==> config.mk <==
export PLATFORM = sky130hd
export DESIGN_NAME = burst_addr_gen
export DESIGN_NICKNAME = d
export VERILOG_FILES = /design/src/rtl/burst_addr_pkg.sv /design/src/rtl/burst_ctrl.sv /design/src/rtl/burst_datapath.sv /design/src/rtl/burst_addr_gen.sv
export SDC_FILE = /design/constraint.sdc
export NUM_CORES = 1
export LEC_CHECK = 0
export ABC_CLOCK_PERIOD_IN_PS = 1000
export BUFFER_PORTS_ARGS = -buffer_cell sky130_fd_sc_hd__clkbuf_2
export CAP_MARGIN = 20
export CORE_UTILIZATION = 42
export CTS_BUF_LIST = sky130_fd_sc_hd__clkbuf_4
export CTS_CLUSTER_SIZE = 24
export DETAILED_ROUTE_END_ITERATION = 10
export PLACE_DENSITY = 0.76
export SLEW_MARGIN = 20
export SYNTH_ARGS = -nofsm -noshare
export SYNTH_HDL_FRONTEND = slang
export SYNTH_HIERARCHICAL = 1
export SYNTH_SLANG_ARGS = --single-unit
==> constraint.sdc <==
create_clock -name clk -period 1 [get_ports clk]
set_clock_uncertainty 0.2 [all_clocks]
set_input_delay 0.05 -clock clk [delete_from_list [all_inputs] [get_ports clk]]
set_output_delay 0.05 -clock clk [all_outputs]
set_load 0.02 [all_outputs]
==> src/rtl/burst_addr_pkg.sv <==
package burst_addr_pkg;

  // Strobes passed from the control to the datapath each cycle
  typedef struct packed {
    logic load;   // capture a new base address
    logic step;   // move the burst one beat forward
  } ctlStrobes_t;

endpackage

==> src/rtl/burst_ctrl.sv <==
module burst_ctrl
  import burst_addr_pkg::*;
#(
  parameter int BURST_W = 2
) (
  input  logic               clk,
  input  logic               rst,
  input  logic               strobeCpuN,
  input  logic               strobeCtlN,
  input  logic               advanceN,
  output ctlStrobes_t        strobes,
  output logic [BURST_W-1:0] beat
);

  logic [BURST_W-1:0] beatQ;

  // A load from either source takes priority over an advance
  always_comb begin
    strobes.load = !strobeCpuN || !strobeCtlN;
    strobes.step = !advanceN && strobeCpuN && strobeCtlN;
  end

  always_ff @(posedge clk) begin
    if (rst)               beatQ <= '0;
    else if (strobes.load) beatQ <= '0;
    else if (strobes.step) beatQ <= beatQ + 1'b1;
  end

  assign beat = beatQ;

  // a load restarts the beat count
  a_r7_load_clears_beat: assert property (@(posedge clk) disable iff (rst)
    (!strobeCpuN || !strobeCtlN) |=> (beat == '0));

  // an advance without a load moves the beat by one
  a_r4_step_increments: assert property (@(posedge clk) disable iff (rst)
    (strobeCpuN && strobeCtlN && !advanceN) |=> (beat == $past(beat) + 1'b1));

  // idle leaves the beat count alone
  a_r6_idle_holds_beat: assert property (@(posedge clk) disable iff (rst)
    (strobeCpuN && strobeCtlN && advanceN) |=> $stable(beat));

endmodule

==> src/rtl/burst_datapath.sv <==
module burst_datapath
  import burst_addr_pkg::*;
#(
  parameter int ADDR_W  = 16,
  parameter int BURST_W = 2
) (
  input  logic               clk,
  input  logic               rst,
  input  logic [ADDR_W-1:0]  addrIn,
  input  ctlStrobes_t        strobes,
  input  logic [BURST_W-1:0] beat,
  input  logic               orderSel,
  output logic [ADDR_W-1:0]  addrOut
);

  localparam int UPPER_W = ADDR_W - BURST_W;

  logic [ADDR_W-1:0]  baseQ;
  logic [BURST_W-1:0] startField;
  logic [BURST_W-1:0] linField;
  logic [BURST_W-1:0] ilvField;
  logic [BURST_W-1:0] burstField;

  always_ff @(posedge clk) begin
    if (rst)               baseQ <= '0;
    else if (strobes.load) baseQ <= addrIn;
  end

  assign startField = baseQ[BURST_W-1:0];

  // Linear: modular add within the burst field only
  assign linField = startField + beat;

  // Interleaved: per-bit exclusive-or with the beat count
  for (genvar b = 0; b < BURST_W; b++) begin : g_ilv
    assign ilvField[b] = startField[b] ^ beat[b];
  end

  assign burstField = orderSel ? ilvField : linField;
  assign addrOut    = {baseQ[ADDR_W-1:BURST_W], burstField};

  // a load is visible at the output on the next cycle
  a_r2_load_visible: assert property (@(posedge clk) disable iff (rst)
    strobes.load |=> (baseQ == $past(addrIn)));

  // upper bits change only on a load
  a_r8_upper_stable: assert property (@(posedge clk) disable iff (rst)
    !strobes.load |=> (addrOut[ADDR_W-1:BURST_W] == $past(addrOut[ADDR_W-1:BURST_W])));

  // base is held without a load
  a_r6_base_holds: assert property (@(posedge clk) disable iff (rst)
    !strobes.load |=> $stable(baseQ));

  initial begin
    a_upper_width: assert (UPPER_W >= 1);
  end

endmodule

==> src/rtl/burst_addr_gen.sv <==
module burst_addr_gen
  import burst_addr_pkg::*;
#(
  parameter int ADDR_W  = 16,
  parameter int BURST_W = 2
) (
  input  logic              clk,
  input  logic              rst,
  input  logic [ADDR_W-1:0] addrIn,
  input  logic              strobeCpuN,
  input  logic              strobeCtlN,
  input  logic              advanceN,
  input  logic              orderSel,
  output logic [ADDR_W-1:0] addrOut
);

  ctlStrobes_t        strobes;
  logic [BURST_W-1:0] beat;

  burst_ctrl #(.BURST_W(BURST_W)) i_ctrl (
    .clk        (clk),
    .rst        (rst),
    .strobeCpuN (strobeCpuN),
    .strobeCtlN (strobeCtlN),
    .advanceN   (advanceN),
    .strobes    (strobes),
    .beat       (beat)
  );

  burst_datapath #(.ADDR_W(ADDR_W), .BURST_W(BURST_W)) i_dp (
    .clk      (clk),
    .rst      (rst),
    .addrIn   (addrIn),
    .strobes  (strobes),
    .beat     (beat),
    .orderSel (orderSel),
    .addrOut  (addrOut)
  );

  // reset forces a zero address
  a_r1_reset_zero: assert property (@(posedge clk)
    rst |=> (addrOut == '0));

endmodule

### After elaboration in Yosys (flattened, before gate mapping)

Cells that the tools add are included.

* register bits after elaboration: 18
* input bits: 22
* word-level logic and storage cells: 14

* add/subtract/negate cells: 2
* muxes and demuxes: 1
* bitwise logic cells: 2
* reductions and logical operators: 7

Operator list (count)
* $logic_not A1 Y1: 3
* $add A2 B1 Y2 const B: 1
* $add A2 B2 Y2: 1
* $logic_and A1 B1 Y1: 2
* $mux W2: 1
* $reduce_or A2 Y1: 1
* $xor A1 B1 Y1: 2
* $logic_or A1 B1 Y1: 1

### Logic depth before layout (Yosys ltp)

Gate-level depths: netlist (run 1).

* word-level depth: 3
* gate-level depth with buffers: 5

### By module

The synthesis (run 1) kept the hierarchy.

By module, submodules not included
* burst_datapath: times used 1, cells each 70, area an instance 721.9 µm², seq. area each 320.3 µm²
* burst_ctrl: times used 1, cells each 9, area an instance 100.1 µm², seq. area each 40.0 µm²

### Least setup slack after synthesis (run 1)

No wires, ideal clock.

* kind: register to output
* start point: register i_ctrl.beatQ[0], in the netlist i_ctrl/beat[0]
* end point: output port addrOut[1]
* arrival: 980 ps
* slack: -230 ps
* cell stages (with the launch flop): 4
* buffers on the path: 0
* cell sequence: dfxtp_1 -> ha_1 -> nor2b_1 -> xnor2_1

* word-level cells in the longest chain between the ends: 2

Ends and longest elaborated chain
* from (decl): line burst_ctrl.sv:15 `logic [BURST_W-1:0] beatQ;`
* from (signal assigned): line burst_ctrl.sv:26 `else if (strobes.step) beatQ <= beatQ + 1'b1;`
* $add A2 B2 Y2: line burst_datapath.sv:32 `assign linField = startField + beat;`
* $mux W2: line burst_datapath.sv:39 `assign burstField = orderSel ? ilvField : linField;`
* to (decl): line burst_addr_gen.sv:14 `output logic [ADDR_W-1:0] addrOut`

No other way between the ends.

### Worst setup path in the final report (run 1)

* start point: register i_dp.baseQ[1]
* end point: output port addrOut[1]

* word-level cells in the longest chain between the ends: 2

Ends and longest elaborated chain
* from (decl): line burst_datapath.sv:18 `logic [ADDR_W-1:0] baseQ;`
* from (signal assigned): line burst_datapath.sv:26 `else if (strobes.load) baseQ <= addrIn;`
* $add A2 B2 Y2 or $xor A1 B1 Y1 (tied branches): line burst_datapath.sv:32, burst_datapath.sv:36
* $mux W2 (*): line burst_datapath.sv:39

Mark *: on every way between the ends. The rest lies on a longest branch, timed or not.

==> impl_metrics.toml, run 1 <==
[cts]
cts_tree = "done"
clk_latency_ns = 0.28
cts_buffers = 3
clock_sinks = 18
clkSlewWorstSetupHoldPaths_ns = 0.09
h-tree-depth = 1
cts-root-buf = "clkbuf_4"
holdBufCountCts = 16
clockBufferDepth = 2

[placed_design]
place.gp.congestion = 0.684
placed_cell_area_sq_um = 970
portBuffers = 37
place_hpwl_um = 973

[power]
p_clk_frac = 0.221
power.switching_w = 0.000415
p_sw_frac = 0.262
powerDensity_nw_per_um2 = 1140
p_leak_nw = 0.676
seqPwrFrac = 0.511
intPower_w = 0.00117
vdd_drop_max_v = 0.000794
power_frac_comb = 0.268

[sta]
maxSlewViolCount = 0
rsz0062_at_grt = "true"
finalHoldViolCount = 8
tightest_slew_ns = 0.294
slew-limit-headroom = 0.803
timing.hold.ws_ns = -0.124
setup_ws_ns = -0.456
max_freq_mhz = 687
min_period_ns = 1.46
period_share = 1.46
finalSetupViolations = 12

[die]
boundaryPins = 38
dieArea_sq_um = 2130
initial_core_util = 0.459
rows = 15
dieHeight_um = 46.1
die_x_um = 46.1
core_area_sq_um = 1780

[drt]
routed_wl_mm = 1.95
drt_iter0_markers = 4
remaining_drc_errors = 0
drt-pass1-iter-count = 3
vias_per_cell = 4.46
vias = 665
wl_per_cell_um = 13.1
ant_nets = 0

[status]
outcome = "finished, violations left"
violations = "negative hold slack, negative setup slack"

[logic_synthesis]
synth_cells = 78
syn_avg_cell_area_sq_um = 10.5
synth_area_sq_um = 818
synth.net_count = 101
yosys_warnings = 6

[finish]
final_cell_mix = "clkbuf_2, dlygate4sd3_1, dfxtp_2, nor2_1, buf_8"
syn2layout_area_growth_pct = 69.4
final_common_cell = "clkbuf_2"
final_area_sq_um = 1390
drive_gt1_frac = 0.581
num_antenna_cells = 0
num-nets-final = 148

[global_route]
grt_max_degree = 19
grtUsageTotal = 0.196
antenna_found_initial = 0
overflow = 0
grt_pass1_vias = 676
grt_pass1_wl_mm = 2.80

[worst_setup_path]
path_class = "reg2out"
cp_slowest_stage_delay_ns = 0.35
cp_slowest_cell = "dfxtp_1"
start_kind = "flop"
crit_fanout = 2
critPathCaptureType = "primary output"
crit_path_cell_trace = "xnor2_2 -> xnor2_4 -> buf_8"
critPathRequiredTime_ns = 0.75
worst-endpoint-arrival_ns = 1.21

[min_path]
hp-class = "in2reg"

[run]
drv_cap = 0
==> final cells by class <==
| cell class | instances | area, sq um |
|---|---|---|
| Clock buffer | 3 | 22.5 |
| Clock inverter | 1 | 3.75 |
| Fill cell | 107 | 397 |
| Multi-Input combinational cell | 42 | 370 |
| Sequential cell | 18 | 380 |
| Tap cell | 25 | 31.3 |
| Timing Repair Buffer | 60 | 578 |
==> worst max-delay path: cells and delay by family (launching register included) <==
kind                   cells  cell delay (ns)
XOR/XNOR                   2             0.45
buffers and inverters      1             0.13
flip-flops                 1             0.35
==> metrics by stage <==
| step | setup TNS [ns] | instances | power (W) | utilization | worst slack, ns |
|---|---|---|---|---|---|
| 2_1_floorplan | -0.0526 | 78 | 0.00102 | - | -0.0526 |
| 3_3_place_gp | -0.302 | 126 | 0.00106 | 0.544 | -0.190 |
| 3_5_place_dp | -0.342 | 126 | 0.00106 | 0.544 | -0.209 |
| 4_1_cts | -1.39 | 146 | 0.00155 | 0.747 | -0.490 |
| 5_1_grt | -1.87 | 149 | 0.00167 | 0.778 | -0.526 |
| 6_report | -1.13 | 149 | 0.00158 | 0.778 | -0.456 |
==> path summary, 6_finish.rpt <==
kind | startpoint | endpoint | slack (ns) | depth (start not counted)
worst max register to register | i_ctrl/beat[0]$_SDFFE_PP0P_ | i_ctrl/beat[1]$_SDFFE_PP0P_ | -0.20 | 5
worst min-delay path | rst | i_dp/baseQ[15]$_SDFFE_PP0P_ | -0.12 | 2
worst max-delay path | i_dp/baseQ[1]$_SDFFE_PP0P_ | addrOut[1] | -0.46 | 3
worst min register to register | i_dp/baseQ[15]$_SDFFE_PP0P_ | i_dp/baseQ[15]$_SDFFE_PP0P_ | 0.32 | 2
==> metal layers <==
metal  GRT usage  routed length (um)  part of all wire  vias up
li1            -                   -                 -      330
met5           0                   0                 0        -
met1       0.192                 749              0.38      299
met2       0.361                1050              0.54       30
met4       0.112                  55             0.028        0
met3      0.0549                  96             0.049        6
==> power groups by stage <==
stage          registers [W]  clock network (W)  logic [W]
3_3_place_gp        0.000796                  0   0.000260
6_report            0.000809           0.000351   0.000424
3_5_place_dp        0.000799                  0   0.000265
4_1_cts             0.000797           0.000371   0.000380
2_1_floorplan       0.000794                  0   0.000223
5_1_grt             0.000813           0.000405   0.000453
==> flip-flops by register name (all words and copies together) (netlist names) <==
signal / flops
i_dp/baseQ: 16
i_ctrl/beat: 2
==> what timing repair did <==
item / in CTS / in global routing
buffers inserted: 0 / 3
endpoints found under the setup margin: 18 / 19
resized for setup: 46 / 19
cloned: 0 / 0
hold endpoints to repair: 18 / 8
pin swaps: 1 / 2
(Power assumes the default switching activity.)
==> inputs of run 2 (changes only) <==
--- a/config.mk
+++ b/config.mk
@@ -8,6 +8,7 @@
 export ABC_CLOCK_PERIOD_IN_PS = 1000
 export BUFFER_PORTS_ARGS = -buffer_cell sky130_fd_sc_hd__clkbuf_2
 export CAP_MARGIN = 20
+export CORE_ASPECT_RATIO = 1.25
 export CORE_UTILIZATION = 42
 export CTS_BUF_LIST = sky130_fd_sc_hd__clkbuf_4
 export CTS_CLUSTER_SIZE = 24
==> run 2 against run 1 <==
Against the previous run:
- routed wire length fell by 3.1%
- largest power group unchanged
- count of clock-buffer cells in the layout did not move
- die area barely moved
- the flow still finishes with violations (negative hold slack, negative setup slack)
- critical path depth rose by 1
- clock power fell by 2%
- sequential cell count did not move
- utilization fell by 2.0 points
==> impl_metrics.toml, run 2 (synthesized netlist as in run 1, its figures left out) <==
[status]
outcome = "finished, violations left"
violations = "negative hold slack, negative setup slack"

[global_route]
grtUsageTotal = 0.198
grt_pass1_wl_mm = 3.03
overflow = 0
antenna_found_initial = 0
grt_max_degree = 19
grt_pass1_vias = 705

[drt]
ant_nets = 0
vias_per_cell = 4.68
drt-pass1-iter-count = 4
vias = 660
drt_iter0_markers = 2
wl_per_cell_um = 13.4
remaining_drc_errors = 0
routed_wl_mm = 1.89

[finish]
drive_gt1_frac = 0.582
regMostFlops = "i_dp/baseQ"
num_antenna_cells = 0
syn2layout_area_growth_pct = 67.4
num-nets-final = 147
fin_cells = 141
final_common_cell = "clkbuf_2"
fin_util = 0.758
fill_cells = 122
largest_register_ffs = 16

[worst_setup_path]
cpLargestDelayFamily = "flip-flops"
crit_fanout = 2
critPathRequiredTime_ns = 0.75
crit_cells = 4
critPathCaptureType = "primary output"
crit_end = "addrOut[1]"
path_class = "reg2out"
r2r_slack_ns = -0.29
worst-endpoint-arrival_ns = 1.20
cp.buffers_inverters = 1
r2r-end = "i_ctrl/beat[0]$_SDFFE_PP0P_"
crit_path_cell_trace = "ha_4 -> nor2b_4 -> xnor2_4 -> buf_8"
cp_slowest_stage_delay_ns = 0.37
worstSetupStartpoint = "i_dp/baseQ[0]$_SDFFE_PP0P_"
start_kind = "flop"
reg2reg_depth = 4
r2r-start = "i_ctrl/beat[0]$_SDFFE_PP0P_"
cp_slowest_cell = "dfxtp_2"

[die]
rows = 17
initial_core_util = 0.453
core_area_sq_um = 1810
dieHeight_um = 51.4
dieArea_sq_um = 2130
boundaryPins = 38
die_x_um = 41.5

[cts]
cts_buffers = 3
cts-root-buf = "clkbuf_4"
holdBufCountCts = 16
clkSlewWorstSetupHoldPaths_ns = 0.10
clk_latency_ns = 0.28
clockBufferDepth = 2
clock_sinks = 18
h-tree-depth = 1
cts_tree = "done"

[sta]
slew-limit-headroom = 0.822
tightest_slew_ns = 0.266
timing.hold.ws_ns = -0.118
finalSetupViolations = 14
min_period_ns = 1.45
maxSlewViolCount = 0
setup_ws_ns = -0.451
finalHoldViolCount = 8
max_freq_mhz = 689
period_share = 1.45
rsz0062_at_grt = "true"

[min_path]
worstHoldStart = "rst"
hp-class = "in2reg"

[power]
p_leak_nw = 0.673
powerDensity_nw_per_um2 = 1150
vdd_drop_max_v = 0.000736
total_power_w = 0.00157

[placed_design]
place.gp.congestion = 0.626
portBuffers = 37
place_inst = 120
place_hpwl_um = 986

[run]
drv_cap = 0
==> run 2: metrics by stage <==
step	TNS, ns	cell area (sq um)	worst slack (ns)
6_report	-1.29	1370	-0.451
5_1_grt	-1.88	1370	-0.514
4_1_cts	-1.35	1320	-0.498
3_5_place_dp	-0.469	962	-0.224
3_3_place_gp	-0.296	962	-0.190
2_1_floorplan	-0.0526	856	-0.0526
==> run 2: worst min path at each step <==
stage                     depth (start not counted)                          end  slack (ns)
after detailed placement                          3   i_dp/baseQ[6]$_SDFFE_PP0P_         0.1
after floorplan                                   1  i_ctrl/beat[0]$_SDFFE_PP0P_       -0.09
after CTS                                         2  i_ctrl/beat[1]$_SDFFE_PP0P_       -0.14
after global placement                            3   i_dp/baseQ[5]$_SDFFE_PP0P_        0.08
final                                             2  i_dp/baseQ[14]$_SDFFE_PP0P_       -0.12
after global routing                              2  i_ctrl/beat[1]$_SDFFE_PP0P_       -0.12
==> run 2: timing repair <==
action | in CTS | in global routing
resized for setup | 46 | 19
endpoints found under the setup margin | 18 | 18
buffers inserted | 0 | 2
endpoints found under the hold margin | 18 | 8
pin swaps | 1 | 1
==> run 2: metal layers <==
metal	GRT usage	vias up	share of wire
met3	0.0389	4	0.044
met1	0.168	304	0.33
met4	0.0968	0	0.014
met2	0.417	27	0.61
met5	0	-	0
li1	-	325	-
==> run 2: where the power goes <==
group | internal [W] | total, W | leakage (nW) | switching, W
combinational | 0.000252 | 0.000417 | 0.505 | 0.000165
clock | 0.000140 | 0.000345 | 0.0138 | 0.000205
sequential | 0.000768 | 0.000808 | 0.154 | 0.0000396
==> run 2: layout make-up <==
type	count	area, sq um	area share
clock buffers	3	22.5	0.0164
multi-input cells	42	377	0.275
flip-flops and latches	18	380	0.278
well taps	19	23.8	0.0174
repair buffers	59	567	0.414
